`src/rtl/idx_irq_pkg.sv`:
```
package idx_irq_pkg;
  localparam int AW  = 12;
  localparam int IDW = 10;
  localparam logic [IDW-1:0] ID_NONE = 10'd1023;

  localparam logic [AW-1:0] OFS_CTRL       = 12'h000;
  localparam logic [AW-1:0] OFS_EN_SET     = 12'h030;
  localparam logic [AW-1:0] OFS_EN_CLR     = 12'h034;
  localparam logic [AW-1:0] OFS_ACK        = 12'h044;
  localparam logic [AW-1:0] OFS_MSK_SET    = 12'h048;
  localparam logic [AW-1:0] OFS_MSK_CLR    = 12'h04C;
  localparam logic [AW-1:0] OFS_ROUTE_BASE = 12'h100;

  typedef enum logic [2:0] {
    OP_IDLE, OP_EN_SET, OP_EN_CLR, OP_MSK_SET, OP_MSK_CLR, OP_ROUTE
  } wr_op_e;

  // shared control word: source count in [11:2]
  function automatic logic [31:0] ctrl_word(int unsigned nsrc);
    return 32'(nsrc) << 2;
  endfunction
endpackage

```
`src/rtl/iic_src_regs.sv`:
```
module iic_src_regs #(
  parameter int NSRC = 32,
  parameter int NCPU = 4,
  parameter int SW   = 5
)(
  input  logic                       clk,
  input  logic                       rst_n,
  input  logic                       en_set,
  input  logic                       en_clr,
  input  logic [SW-1:0]              idx,
  input  logic                       route_we,
  input  logic [SW-1:0]              route_sel,
  input  logic [NCPU-1:0]            route_val,
  output logic [NSRC-1:0]            gen_en,
  output logic [NSRC-1:0][NCPU-1:0]  route_q
);
  // zero or one bit set
  function automatic logic route_legal(logic [NCPU-1:0] v);
    return (v & (v - NCPU'(1))) == '0;
  endfunction

  logic route_ok;
  assign route_ok = route_we && route_legal(route_val);

  always_ff @(posedge clk) begin
    if (!rst_n) begin
      gen_en  <= '0;
      route_q <= '0;
    end else begin
      if (en_set) gen_en[idx] <= 1'b1;
      if (en_clr) gen_en[idx] <= 1'b0;
      if (route_ok) route_q[route_sel] <= route_val;
    end
  end
endmodule

```
`src/rtl/iic_pick.sv`:
```
module iic_pick import idx_irq_pkg::*; #(
  parameter int NSRC = 32
)(
  input  logic [NSRC-1:0] elig,
  output logic [IDW-1:0]  id,
  output logic            any
);
  function automatic logic [IDW-1:0] lowest_id(logic [NSRC-1:0] v);
    logic [IDW-1:0] r;
    r = ID_NONE;
    for (int n = NSRC - 1; n >= 0; n--)
      if (v[n]) r = IDW'(n);
    return r;
  endfunction

  assign id  = lowest_id(elig);
  assign any = |elig;
endmodule

```
`src/rtl/iic_cpu_port.sv`:
```
module iic_cpu_port import idx_irq_pkg::*; #(
  parameter int NSRC     = 32,
  parameter int SW       = 5,
  parameter int PRIV_SRC = 5
)(
  input  logic            clk,
  input  logic            rst_n,
  input  logic            msk_set,
  input  logic            msk_clr,
  input  logic [SW-1:0]   idx,
  input  logic [NSRC-1:0] src_lvl,
  input  logic [NSRC-1:0] gen_en,
  input  logic [NSRC-1:0] route_col,
  output logic [NSRC-1:0] mask_q,
  output logic [IDW-1:0]  ack_id,
  output logic            irq
);
  logic [NSRC-1:0] elig;

  always_ff @(posedge clk) begin
    if (!rst_n) begin
      mask_q <= '1;
    end else begin
      if (msk_set) mask_q[idx] <= 1'b1;
      if (msk_clr) mask_q[idx] <= 1'b0;
    end
  end

  for (genvar n = 0; n < NSRC; n++) begin : g_elig
    localparam logic IS_PRIV = (n == PRIV_SRC);
    assign elig[n] = src_lvl[n] & ~mask_q[n] & (IS_PRIV | (gen_en[n] & route_col[n]));
  end

  iic_pick #(.NSRC(NSRC)) u_pick (
    .elig (elig),
    .id   (ack_id),
    .any  (irq)
  );
endmodule

```
`src/rtl/idx_irq_ctrl.sv`:
```
module idx_irq_ctrl import idx_irq_pkg::*; #(
  parameter int NSRC     = 32,
  parameter int NCPU     = 4,
  parameter int PRIV_SRC = 5
)(
  input  logic                     clk,
  input  logic                     rst_n,
  input  logic                     bus_valid,
  input  logic                     bus_write,
  input  logic                     bus_percpu,
  input  logic [$clog2(NCPU)-1:0]  bus_cpu,
  input  logic [AW-1:0]            bus_addr,
  input  logic [31:0]              bus_wdata,
  output logic [31:0]              bus_rdata,
  input  logic [NSRC-1:0]          src_lvl,
  output logic [NCPU-1:0]          cpu_irq
);
  localparam int SW   = $clog2(NSRC);
  localparam int CPUW = $clog2(NCPU);

  logic rd_req, wr_req;
  wr_op_e wr_op;
  logic idx_ok;
  logic [SW-1:0] wr_idx;
  logic [AW-1:0] route_off;
  logic route_win;
  logic [SW-1:0] route_sel;
  logic en_set_hit, en_clr_hit, route_hit;
  logic [NCPU-1:0] cpu_sel, msk_set_vec, msk_clr_vec;
  logic [NSRC-1:0] gen_en;
  logic [NSRC-1:0][NCPU-1:0] route_q;
  logic [NCPU-1:0][NSRC-1:0] route_col;
  logic [NCPU-1:0][NSRC-1:0] mask_q;
  logic [NCPU-1:0][IDW-1:0] ack_id;
  logic [31:0] rd_val, rdata_q;

  assign rd_req = bus_valid & ~bus_write;
  assign wr_req = bus_valid & bus_write;

  assign idx_ok = bus_wdata < 32'(NSRC);
  assign wr_idx = bus_wdata[SW-1:0];

  assign route_off = bus_addr - OFS_ROUTE_BASE;
  assign route_win = (bus_addr >= OFS_ROUTE_BASE) &&
                     (32'(route_off[AW-1:2]) < 32'(NSRC)) &&
                     (route_off[1:0] == 2'b00);
  assign route_sel = route_off[SW+1:2];

  always_comb begin
    wr_op = OP_IDLE;
    if (wr_req) begin
      if (!bus_percpu) begin
        if (bus_addr == OFS_EN_SET)      wr_op = OP_EN_SET;
        else if (bus_addr == OFS_EN_CLR) wr_op = OP_EN_CLR;
        else if (route_win)              wr_op = OP_ROUTE;
      end else begin
        if (bus_addr == OFS_MSK_SET)      wr_op = OP_MSK_SET;
        else if (bus_addr == OFS_MSK_CLR) wr_op = OP_MSK_CLR;
      end
    end
  end

  assign en_set_hit = (wr_op == OP_EN_SET) && idx_ok;
  assign en_clr_hit = (wr_op == OP_EN_CLR) && idx_ok;
  assign route_hit  = (wr_op == OP_ROUTE);

  for (genvar c = 0; c < NCPU; c++) begin : g_cpu
    assign cpu_sel[c]     = (bus_cpu == CPUW'(c));
    assign msk_set_vec[c] = (wr_op == OP_MSK_SET) && idx_ok && cpu_sel[c];
    assign msk_clr_vec[c] = (wr_op == OP_MSK_CLR) && idx_ok && cpu_sel[c];

    for (genvar n = 0; n < NSRC; n++) begin : g_col
      assign route_col[c][n] = route_q[n][c];
    end

    iic_cpu_port #(.NSRC(NSRC), .SW(SW), .PRIV_SRC(PRIV_SRC)) u_port (
      .clk       (clk),
      .rst_n     (rst_n),
      .msk_set   (msk_set_vec[c]),
      .msk_clr   (msk_clr_vec[c]),
      .idx       (wr_idx),
      .src_lvl   (src_lvl),
      .gen_en    (gen_en),
      .route_col (route_col[c]),
      .mask_q    (mask_q[c]),
      .ack_id    (ack_id[c]),
      .irq       (cpu_irq[c])
    );
  end

  iic_src_regs #(.NSRC(NSRC), .NCPU(NCPU), .SW(SW)) u_src (
    .clk       (clk),
    .rst_n     (rst_n),
    .en_set    (en_set_hit),
    .en_clr    (en_clr_hit),
    .idx       (wr_idx),
    .route_we  (route_hit),
    .route_sel (route_sel),
    .route_val (bus_wdata[NCPU-1:0]),
    .gen_en    (gen_en),
    .route_q   (route_q)
  );

  always_comb begin
    rd_val = '0;
    if (!bus_percpu) begin
      if (bus_addr == OFS_CTRL) rd_val = ctrl_word(NSRC);
      else if (route_win)       rd_val = 32'(route_q[route_sel]);
    end else if (bus_addr == OFS_ACK) begin
      for (int c = 0; c < NCPU; c++)
        if (cpu_sel[c]) rd_val = 32'(ack_id[c]);
    end
  end

  always_ff @(posedge clk) begin
    if (!rst_n)      rdata_q <= '0;
    else if (rd_req) rdata_q <= rd_val;
  end

  assign bus_rdata = rdata_q;
endmodule

```
`config.mk`:
```
export PLATFORM = sky130hd
export DESIGN_NAME = idx_irq_ctrl
export DESIGN_NICKNAME = d
export VERILOG_FILES = /design/src/rtl/idx_irq_pkg.sv /design/src/rtl/iic_src_regs.sv /design/src/rtl/iic_pick.sv /design/src/rtl/iic_cpu_port.sv /design/src/rtl/idx_irq_ctrl.sv
export SDC_FILE = /design/constraint.sdc
export NUM_CORES = 1
export LEC_CHECK = 0
export ABC_AREA = 1
export BUFFER_PORTS_ARGS = -buffer_cell sky130_fd_sc_hd__buf_2
export CORE_MARGIN = 4
export CORE_UTILIZATION = 49
export DETAILED_ROUTE_END_ITERATION = 10
export PLACE_DENSITY_LB_ADDON = 0.3
export SYNTH_ARGS = -nofsm -noshare
export SYNTH_HDL_FRONTEND = slang
export SYNTH_SLANG_ARGS = --single-unit
```
`constraint.sdc`:
```
create_clock -name clk -period 4.2 [get_ports clk]
set_clock_uncertainty 0.1 [all_clocks]
set_input_delay 1.05 -clock clk [delete_from_list [all_inputs] [get_ports clk]]
set_output_delay 1.05 -clock clk [all_outputs]
set_load 0.02 [all_outputs]
```
### Word-level counts from Yosys, hierarchy flattened

Index checks and enable logic that the tools add are counted.

| word-level totals | value |
|---|---|
| flip-flop bits (word level) | 320 |
| output and inout port bits | 36 |
| word-level logic and storage cells | 769 |

| cells by class | value |
|---|---|
| $add $sub $neg | 2 |
| magnitude comparators | 7 |
| equal/unequal tests | 13 |
| muxes and demuxes | 165 |
| bitwise logic cells | 519 |
| reduce and logical (&&, ||, !) cells | 25 |

Operators with widths:

| operator | number |
|---|---|
| $mux 10 | 129 |
| $mux 32 | 20 |
| $and 1x1->1 | 378 |
| $and 32x32->32 | 5 |
| $or 32x32->32 | 5 |
| $not 1->1 | 129 |
| $bwmux 128 | 1 |
| $reduce_or 32->1 | 4 |
| $eq 12x7->1 const B | 3 |
| $lt 32x6->1 const B | 1 |
| $not 32->32 | 1 |
| $eq 12x6->1 const B | 2 |
| $mux 3 | 7 |
| $bmux 4 s5 | 1 |
| $demux 4 s5 | 1 |
| $logic_and 1x1->1 | 17 |
| $ge 12x9->1 const B | 1 |
| $logic_not 12->1 | 1 |
| $lt 5x6->1 const B | 2 |
| $mux 4 | 3 |
| $sub 12x9->12 const B | 1 |
| $ge 5x1->1 const B | 2 |
| $lt 10x6->1 const B | 1 |
| $mux 8 | 1 |
| other kinds (11) | 15 |

### Depth between registers and ports, before layout

Gate-level depths: netlist of run 1.

| logic depth | value |
|---|---|
| word-level depth | 41 |
| depth in mapped cells | 36 |

### Cells and area by module

A second synthesis of run 1 with hierarchy kept.

| unflattened totals | value |
|---|---|
| cell total of the unflattened synthesis | 3534 |
| area, all modules | 19610.1 um^2 |

By module, submodules not included:

| module | instances | cells an instance | area each (um^2) |
|---|---|---|---|
| iic_cpu_port | 4 | 368 | 2008.2 |
| iic_src_regs | 1 | 1037 | 6945.4 |
| idx_irq_ctrl | 1 | 593 | 2755.1 |
| iic_pick | 4 | 108 | 469.2 |

### Worst setup path after synthesis of run 1

OpenSTA, ideal clock, no wires.

| path | value |
|---|---|
| path type | input port to output port |
| start | in src_lvl[2] |
| end | out cpu_irq[0] |
| data arrival time | 2.095 ns |
| slack | 0.955 ns |
| stages | 7 |
| path through | nand2_1 > nor3_1 > nor4_1 > nand2_1 > nor4_1 > nand4_1 > buf_4 |

| between the ends | value |
|---|---|
| word-level cells in the longest chain between the ends | 3 |

Ends and longest elaborated chain:

| item | line | RTL |
|---|---|---|
| from (decl) | idx_irq_ctrl.sv:15 | `input logic [NSRC-1:0] src_lvl,` |
| $and 1x1->1 (2 in a row) | iic_cpu_port.sv:31 | `assign elig[n] = src_lvl[n] & ~mask_q[n] & (IS_PRIV \| (gen_en[n] & route_col[n]));` |
| $reduce_or 32->1 | iic_pick.sv:17 | `assign any = \|elig;` |
| to (decl) | idx_irq_ctrl.sv:16 | `output logic [NCPU-1:0] cpu_irq` |

Every way passes these cells.

### Final worst setup path of run 1

| path | value |
|---|---|
| start | in src_lvl[6] |
| end | out cpu_irq[1] |

The elaborated chain is that of the path after synthesis.

==> results of run 1 <==
[synth_stat cells, types with 2 or more instances]
cell type and n:
inv_2 10, o21ai_0 142, a211oi_1 32, dfxtp_1 294
nor3_4 2, inv_1 312, buf_4 29, nand3_1 44
o41ai_1 2, o22ai_1 172, nor4_1 20, nand2_1 388
a21oi_1 175, o221ai_1 3, nor4_2 3, a22oi_1 2
buf_2 15, buf_1 7, a221oi_1 5, o21ai_1 54
clkinv_1 2, nor3b_1 4, nor3_2 2, clkbuf_1 65
nand4_1 14, nor2_1 236, nor3_1 119, a31oi_1 5
o21bai_1 2, nor2_4 33
[report_power, final]
group | total [W] | internal, W | switching [W] | leakage, nW
Combinational | 0.000359 | 0.0000884 | 0.000271 | 3.40
Sequential | 0.00279 | 0.00279 | 0.00000132 | 2.37
Clock | 0.00310 | 0.00187 | 0.00123 | 0.574
Total | 0.00625 | 0.00475 | 0.00150 | 6.35
[through the flow]
stage          power (W)  worst slack [ns]
6_report         0.00625            0.0758
5_1_grt          0.00640            0.0403
4_1_cts          0.00625             0.100
3_5_place_dp     0.00320             0.116
3_3_place_gp     0.00319             0.147
2_1_floorplan    0.00306             0.955
[routing by layer]
layer  vias up  global-route usage [%]  wire [um]
li1       7508                       -          -
met4         0                    16.1       3260
met3       212                    6.26       5760
met2       889                    52.4      25100
met5         -                       0          0
met1      7157                    41.6      21800
[layout make-up]
type | instances | share of cell area (%)
Clock inverter | 14 | 1.13
Sequential cell | 294 | 34.6
Clock buffer | 48 | 5.73
Multi-Input combinational cell | 1488 | 43.2
Tap cell | 390 | 2.87
Inverter | 324 | 7.16
Timing Repair Buffer | 146 | 5.22
[logic make-up (layout without fill, tap and decap cells)]
| kind of cell | count (synthesis) | count (layout) | synth area share [%] |
|---|---|---|---|
| AND/OR/NAND/NOR | 867 | 867 | 26.0 |
| flip-flops | 294 | 294 | 39.5 |
| AO/OA/AOI/OAI | 599 | 599 | 22.6 |
| buffers and inverters | 440 | 532 | 11.9 |
| other | 1 | 22 | 0.0251 |
[tightest hold or removal path, cell delays in order, from the launching register on]
cell and delay, ns:
dfxtp_1 0.33, o22ai_1 0.08, nand2_1 0.05
[worst paths after layout]
| path | startpoint | depth (start not counted) | slack (ns) | endpoint |
|---|---|---|---|---|
| hold / removal | flop | 2 | 0.38 | flop |
| hold reg to reg | flop | 2 | 0.38 | flop |
| setup / recovery | src_lvl[6] | 8 | 0.08 | cpu_irq[1] |
| setup reg to reg | u_src.route_q[123]$_SDFFE_PN0P_ | 33 | 1.14 | bus_rdata[0]$_SDFFE_PN0P_ |
==> flow_summary.ini, run 1 <==
[clocking]
cts_root_buf = clkbuf_16
clk_latency_ns = 0.53
cts_buffer_depth = 3
clk_pin_slew_worst_paths_ns = 0.06
cts_tree = done
cts_buffers = 34
h-tree-depth = 2
ctsResizeCount = 0
cts_hold_buffers = 0
cts.sinks = 294
post_cts.repair.setup_buffers = 0

[placement]
place_area_sq_um = 15800
dp_cells = 2642
place.gp.congestion = 0.977
dp_hpwl_mm = 40.8
io_buffers = 96

[setup_path]
cp.buffers_inverters = 2
slowest_stage = nor4_1
crit_type = primary input to primary output
slowest_delay_ns = 0.55
cp_max_fo = 4
path_cells = buf_2 > nand2_1 > nor3_1 > nor2_1 > nand2_1 > nor4_1 > nand4_1 > buf_2
crit_arrival_ns = 2.97
critical_path_required_ns = 3.05
critPathLaunchType = primary input
crit_path_end_kind = primary output
crit_family = simple AND/OR/NAND/NOR gates

[cells_and_area]
final_cell_mix = 388 x nand2_1, 312 x inv_1, 294 x dfxtp_1
regArea_sq_um = 5890
final_util_pct = 57.0
syn_to_final_growth_pct = 13.9
multi_input_area_sq_um = 7350
drive_gt1_share_pct = 11.1
fin_cells = 2704
nets = 2371
nFillCells = 2914
stdcell_area_sq_um = 17000
final_common_cell = nand2_1
antennaDiodeCount = 0

[synth]
yosysWarnings = 0
seq_area_frac_synth_pct = 39.5
synthArstFlopShare_pct = 0
synth.distinct_cells = 38
synth.area.top_cells = dfxtp_1 39%, nand2_1 9.8%, inv_1 7.9%
synth.top_cell.area_share_pct = 39.5
synth.ff_latch_count = 294
ys.flop_type = dfxtp_1
synth_edf_count = 0
avgSynthCellArea_sq_um = 6.78
synth_area_sq_um = 14900
synth_top_cell_by_area = dfxtp_1
postSynthCellCount = 2201

[worst_hold_path]
worstHoldPathType = flop to flop

[power_and_ir_drop]
total_leakage_power_nw = 6.35
irDropWorstVdd_mv = 0.294
powerDensity_nw_per_um2 = 368

[grt]
grt_pass1_wl_mm = 84.6
grt_pass1_vias = 14800
track_usage_pct = 32.4
grt_overflow = 0
grt_max_degree = 137
antenna_found_initial = 0

[die]
die_h_um = 182
core_sq_um = 29800
num_rows = 63
floorplan.initialDensity_pct = 50.1
die_x_um = 182
pin_count = 119
dieArea_sq_um = 33300

[job]
cap_violations = 0

[route]
wl_mm = 56.0
firstDrtPassIters = 6
drt-vias-per-instance = 5.83
vias = 15800
drt_iter0_drc = 1887
wl_per_cell_um = 20.7
drc_errors = 0
drt.antenna.violating_nets = 0

[timing]
tns_ns = 0
slew_violations = 0
slew_headroom_pct = 45.8
max_freq_mhz = 242
tightest_slew_ns = 0.813
hold_violations = 0
holdWs_ns = 0.381
period_needed_ns = 4.12
rsz0062_at_grt = no
period_share_pct = 98.2
setup_viol = 0

[run_status]
status = finished, final reports clean
(Power assumes the default switching activity.)
==> inputs of run 2 (changes only) <==
--- a/config.mk
+++ b/config.mk
@@ -6,11 +6,13 @@
 export NUM_CORES = 1
 export LEC_CHECK = 0
 export ABC_AREA = 1
-export BUFFER_PORTS_ARGS = -buffer_cell sky130_fd_sc_hd__buf_2
+export CORE_ASPECT_RATIO = 0.9
 export CORE_MARGIN = 4
 export CORE_UTILIZATION = 49
 export DETAILED_ROUTE_END_ITERATION = 10
+export DONT_BUFFER_PORTS = 1
 export PLACE_DENSITY_LB_ADDON = 0.3
 export SYNTH_ARGS = -nofsm -noshare
 export SYNTH_HDL_FRONTEND = slang
 export SYNTH_SLANG_ARGS = --single-unit
+export TNS_END_PERCENT = 30
==> flow_summary.ini, run 2 (same netlist as run 1, synthesis figures left out) <==
[run_status]
status = finished, final reports clean

[cells_and_area]
final_common_cell = nand2_1
final_util_pct = 54.3
stdcell_area_sq_um = 16300
antennaDiodeCount = 0
final_cell_mix = 388 x nand2_1, 312 x inv_1, 294 x dfxtp_1
drive_gt1_share_pct = 6.41
nFillCells = 2901
syn_to_final_growth_pct = 9.04
nets = 2261

[placement]
place_area_sq_um = 15200
place.gp.congestion = 1.02
dp_hpwl_mm = 40.1
io_buffers = 0

[grt]
grt_overflow = 0
track_usage_pct = 32.6
grt_pass1_vias = 13900
grt_pass1_wl_mm = 83.9
grt_max_degree = 262
antenna_found_initial = 0

[power_and_ir_drop]
powerDensity_nw_per_um2 = 358
internal-power_w = 0.00447
p_total_w = 0.00582
irDropWorstVdd_mv = 0.306
swShare_pct = 23.3
pwr-share-seq_pct = 48.0
p_comb_share_pct = 4.4
power.switching_w = 0.00135
total_leakage_power_nw = 5.81
clockPowerShare_pct = 47.6

[die]
num_rows = 60
pin_count = 119
core_sq_um = 30000
dieArea_sq_um = 33300
die_h_um = 174
floorplan.initialDensity_pct = 49.8
die_x_um = 192

[setup_path]
reg2reg_slack_ns = 1.21
cp.buffers_inverters = 1
slowest_delay_ns = 0.52
crit_type = primary input to primary output
worstReg2RegStart = u_src.route_q[119]$_SDFFE_PN0P_
setup.worst_path.start = src_lvl[6]
slowest_stage = nor4_1
crit_family = simple AND/OR/NAND/NOR gates
crit_path_end_kind = primary output
path_cells = nand2_1 > nor3_1 > nor4_1 > nand2_1 > nor4_1 > nand4_1 > buf_4
timing.rr.end = bus_rdata[0]$_SDFFE_PN0P_
critical_path_required_ns = 3.05
crit_arrival_ns = 2.78
critPathLaunchType = primary input
worstRegToRegCells = 34
cp_max_fo = 4

[clocking]
cts_hold_buffers = 0
cts_root_buf = clkbuf_16
clk_latency_ns = 0.57
cts.sinks = 294
post_cts.repair.setup_buffers = 0
h-tree-depth = 1
clk_pin_slew_worst_paths_ns = 0.06
cts_tree = done
cts_buffer_depth = 3
cts_buffers = 31

[worst_hold_path]
worstHoldPathType = flop to flop
holdPathEnd = g_cpu[1].u_port.mask_q[31]$_SDFF_PN1_
worstHoldStart = g_cpu[1].u_port.mask_q[31]$_SDFF_PN1_
hold_depth = 2

[route]
drt-vias-per-instance = 5.91
firstDrtPassIters = 6
drt_iter0_drc = 1944
drt.antenna.violating_nets = 0
vias = 15400
drc_errors = 0
wl_mm = 56.5
wl_per_cell_um = 21.7

[timing]
setup_viol = 0
rsz0062_at_grt = no
tightest_slew_ns = 0.990
slew_violations = 0
period_needed_ns = 3.93
tns_ns = 0
hold_violations = 0
max_freq_mhz = 255
period_share_pct = 93.5
slew_headroom_pct = 33.5

[job]
cap_violations = 0
## run 2: changes by cell type in the layout (fill, tap and decap cells not counted), sizes merged
cell	before	now
buf	146	39
clkbuf	48	45
clkinv	9	7
inv	324	322
bufinv	4	3
clkinvlp	1	2
## run 2: worst register-to-register path, delay by kind of cell (launching register included)
family	cells	cell delay, ns
AOI/OAI and AO/OA	2	0.27
and+or+nand+nor	31	2.13
buffers and inverters	1	0.06
DFF	1	0.37
## run 2: power by group through the flow
stage	Sequential, W	Clock [W]	Combinational [W]
2_1_floorplan	0.00286	0	0.000200
3_3_place_gp	0.00286	0	0.000241
3_5_place_dp	0.00286	0	0.000241
4_1_cts	0.00280	0.00279	0.000242
5_1_grt	0.00280	0.00290	0.000264
6_report	0.00280	0.00277	0.000253
## run 2: layout make-up
type / count / area (sq um) / area share [%]
Multi-Input combinational cell: 1488 / 7340 / 45.1
Sequential cell: 294 / 5890 / 36.2
Inverter: 324 / 1220 / 7.48
Clock buffer: 45 / 878 / 5.40
Tap cell: 403 / 504 / 3.10
Timing Repair Buffer: 39 / 305 / 1.88
Clock inverter: 10 / 130 / 0.800
## run 2: worst max-delay path by stage
| stage | end | cells past startpoint |
|---|---|---|
| 4_1_cts | cpu_irq[0] | 7 |
| 3_3_place_gp | cpu_irq[0] | 7 |
| 2_1_floorplan | cpu_irq[0] | 7 |
| 5_1_grt | cpu_irq[0] | 7 |
| 3_5_place_dp | cpu_irq[0] | 7 |
| 6_report | cpu_irq[0] | 7 |
## run 2: metal layers
layer  vias to the layer above  global-route usage [%]  part of all wire, %
li1                       7306                       -                    -
met1                      6940                    47.0                   42
met2                       966                    46.3                   40
met3                       174                    9.04                   13
met4                         0                    12.3                  4.8
met5                         -                       0                    0
## run 2: per-stage QoR
stage                     setup WS (ns)  cells  hold WS, ns
after CTS                         0.211   2603        0.379
after floorplan                   0.955   2222        0.346
after global placement            0.277   2548        0.361
after global routing              0.198   2603        0.402
final                             0.271   2603        0.378
after detailed placement          0.234   2548        0.364
## run 2: repair_timing
item	in CTS	in global routing
setup endpoints to repair	0	1
endpoints found under the hold margin	0	0
resized for setup	0	1
==> inputs of run 3 (changes only) <==
--- a/config.mk
+++ b/config.mk
@@ -5,7 +5,7 @@
 export SDC_FILE = /design/constraint.sdc
 export NUM_CORES = 1
 export LEC_CHECK = 0
-export ABC_AREA = 1
+export ABC_AREA = 0
 export CORE_ASPECT_RATIO = 0.9
 export CORE_MARGIN = 4
 export CORE_UTILIZATION = 49
==> flow_summary.ini, run 3 <==
[synth]
synth_edf_count = 0
synth.area.top_cells = dfxtp_1 38%, mux2i_1 8.8%, o32a_1 8.3%
synth_top_cell_by_area = dfxtp_1
synth.ff_latch_count = 294
seq_area_frac_synth_pct = 38.1
avgSynthCellArea_sq_um = 9.12
synth.distinct_cells = 67
yosysMostFrequentCell = dfxtp_1
ys.flop_type = dfxtp_1
synth_area_sq_um = 15500
ys_top_cells_by_count = 294 x dfxtp_1, 224 x nand2_1, 193 x nor2_1
postSynthCellCount = 1696
synthArstFlopShare_pct = 0
yosysWarnings = 0
synth.top_cell.area_share_pct = 38.1

[setup_path]
worstRegToRegCells = 7
reg2reg_slack_ns = 1.29
critical_path_required_ns = 3.05
critPathLaunchType = primary input
timing.rr.end = bus_rdata[7]$_SDFFE_PN0P_
cp_max_fo = 4
crit_path_end_kind = primary output
crit_type = primary input to primary output
worstReg2RegStart = u_src.gen_en[9]$_SDFF_PN0_
crit_arrival_ns = 2.95

[grt]
grt_max_degree = 203
met2_usage_pct = 48.7
track_usage_pct = 32.6
gr-usage-met3_pct = 10.1
antenna_found_initial = 2
grt_overflow = 0
grt_use_met1_pct = 44.3
grt_pass1_wl_mm = 86.8
grt_pass1_vias = 13800
grt.busiest_layer = met2

[placement]
dp_hpwl_mm = 40.5
dp_cells = 2012
place.gp.congestion = 1.00
io_buffers = 0

[route]
wl_per_cell_um = 28.5
drt.antenna.violating_nets = 0
wl_mm = 59.1
drc_errors = 0
drt_iter0_drc = 2394
vias = 14800
drt-vias-per-instance = 7.12
firstDrtPassIters = 8

[clocking]
cts.sinks = 294
cts_buffers = 34
cts_root_buf = clkbuf_16
post_cts.repair.setup_buffers = 0
h-tree-depth = 2
clk_pin_slew_worst_paths_ns = 0.06
clk_latency_ns = 0.52
cts_tree = done
cts_buffer_depth = 3
ctsResizeCount = 0
cts_hold_buffers = 0

[power_and_ir_drop]
powerDensity_nw_per_um2 = 360
total_leakage_power_nw = 6.38
irDropWorstVdd_mv = 0.245

[timing]
tns_ns = 0
period_needed_ns = 4.10
slew_headroom_pct = 33.2
slew_violations = 0
hold_violations = 0
setup_viol = 0
tightest_slew_ns = 0.998
max_freq_mhz = 244
period_share_pct = 97.7
rsz0062_at_grt = no

[job]
cap_violations = 0

[die]
pin_count = 119
die_x_um = 195
core_sq_um = 31000
die_h_um = 177
num_rows = 61
dieArea_sq_um = 34500
floorplan.initialDensity_pct = 49.9

[cells_and_area]
drive_gt1_share_pct = 10.5
final_cell_mix = 294 x dfxtp_1, 220 x nand2_1, 193 x nor2_1
regArea_sq_um = 5890
fin_cells = 2074
nets = 1722
nFillCells = 2770
multi_input_area_sq_um = 8880
syn_to_final_growth_pct = 8.34
final_common_cell = dfxtp_1

[worst_hold_path]
hold_depth = 2
worstHoldPathType = flop to flop
holdPathEnd = u_src.route_q[21]$_SDFFE_PN0P_
worstHoldStart = u_src.route_q[21]$_SDFFE_PN0P_

[run_status]
status = finished, final reports clean
## run 3: worst max-delay path: stages
cell	delay [ns]
and4b_1	0.24
or4_1	0.61
nor4_1	0.51
nand3_1	0.29
buf_4	0.24
## run 3: worst max path at each step
stage / startpoint / end / slack, ns / cells after the start
finish: src_lvl[7] / cpu_irq[0] / 0.1 / 5
global route: src_lvl[7] / cpu_irq[0] / 0.07 / 5
CTS: src_lvl[7] / cpu_irq[0] / 0.21 / 5
detailed placement: src_lvl[7] / cpu_irq[0] / 0.22 / 5
global placement: src_lvl[7] / cpu_irq[0] / 0.17 / 5
floorplan: src_lvl[7] / cpu_irq[0] / 0.67 / 5
## run 3: cell families after synthesis
kind of cell,Yosys count,share of synthesized area (%)
AOI/OAI and AO/OA,282,16.0
buffers and inverters,164,5.08
DFF,294,38.1
muxes,169,13.5
other,1,0.0243
and+or+nand+nor,786,27.3
## run 3: layout make-up
class,count,area share [%]
clock buffers,48,5.94
well taps,409,3.05
clock inverters,13,0.784
repair buffers,34,1.67
inverters,16,0.373
flip-flops and latches,294,35.1
diodes,1,0.0149
multi-input cells,1259,53.0
## run 3: per-stage QoR
step           area (sq um)  utilization [%]  worst slack, ns  hold slack [ns]  power, W
2_1_floorplan         15500                -            0.670            0.336   0.00306
3_3_place_gp          15600             50.4            0.169            0.347   0.00306
3_5_place_dp          15600             50.4            0.216            0.357   0.00306
4_1_cts               16700             54.0            0.209            0.364   0.00602
5_1_grt               16700             54.0           0.0687            0.396   0.00614
6_report              16800             54.1           0.0980            0.364   0.00602
## run 3: routing by layer
| metal | share of wire (%) | wire (um) |
|---|---|---|
| met1 | 39 | 23100 |
| met5 | 0.022 | 13 |
| met4 | 4.6 | 2720 |
| met3 | 14 | 8530 |
| met2 | 42 | 24700 |
## run 3: where the power goes
part	switching (W)	total (W)	internal, W	leakage (nW)
logic	0.000160	0.000215	0.0000556	3.45
clock network	0.00124	0.00302	0.00179	0.554
registers	0.0000000476	0.00279	0.00279	2.37
total	0.00140	0.00602	0.00463	6.38
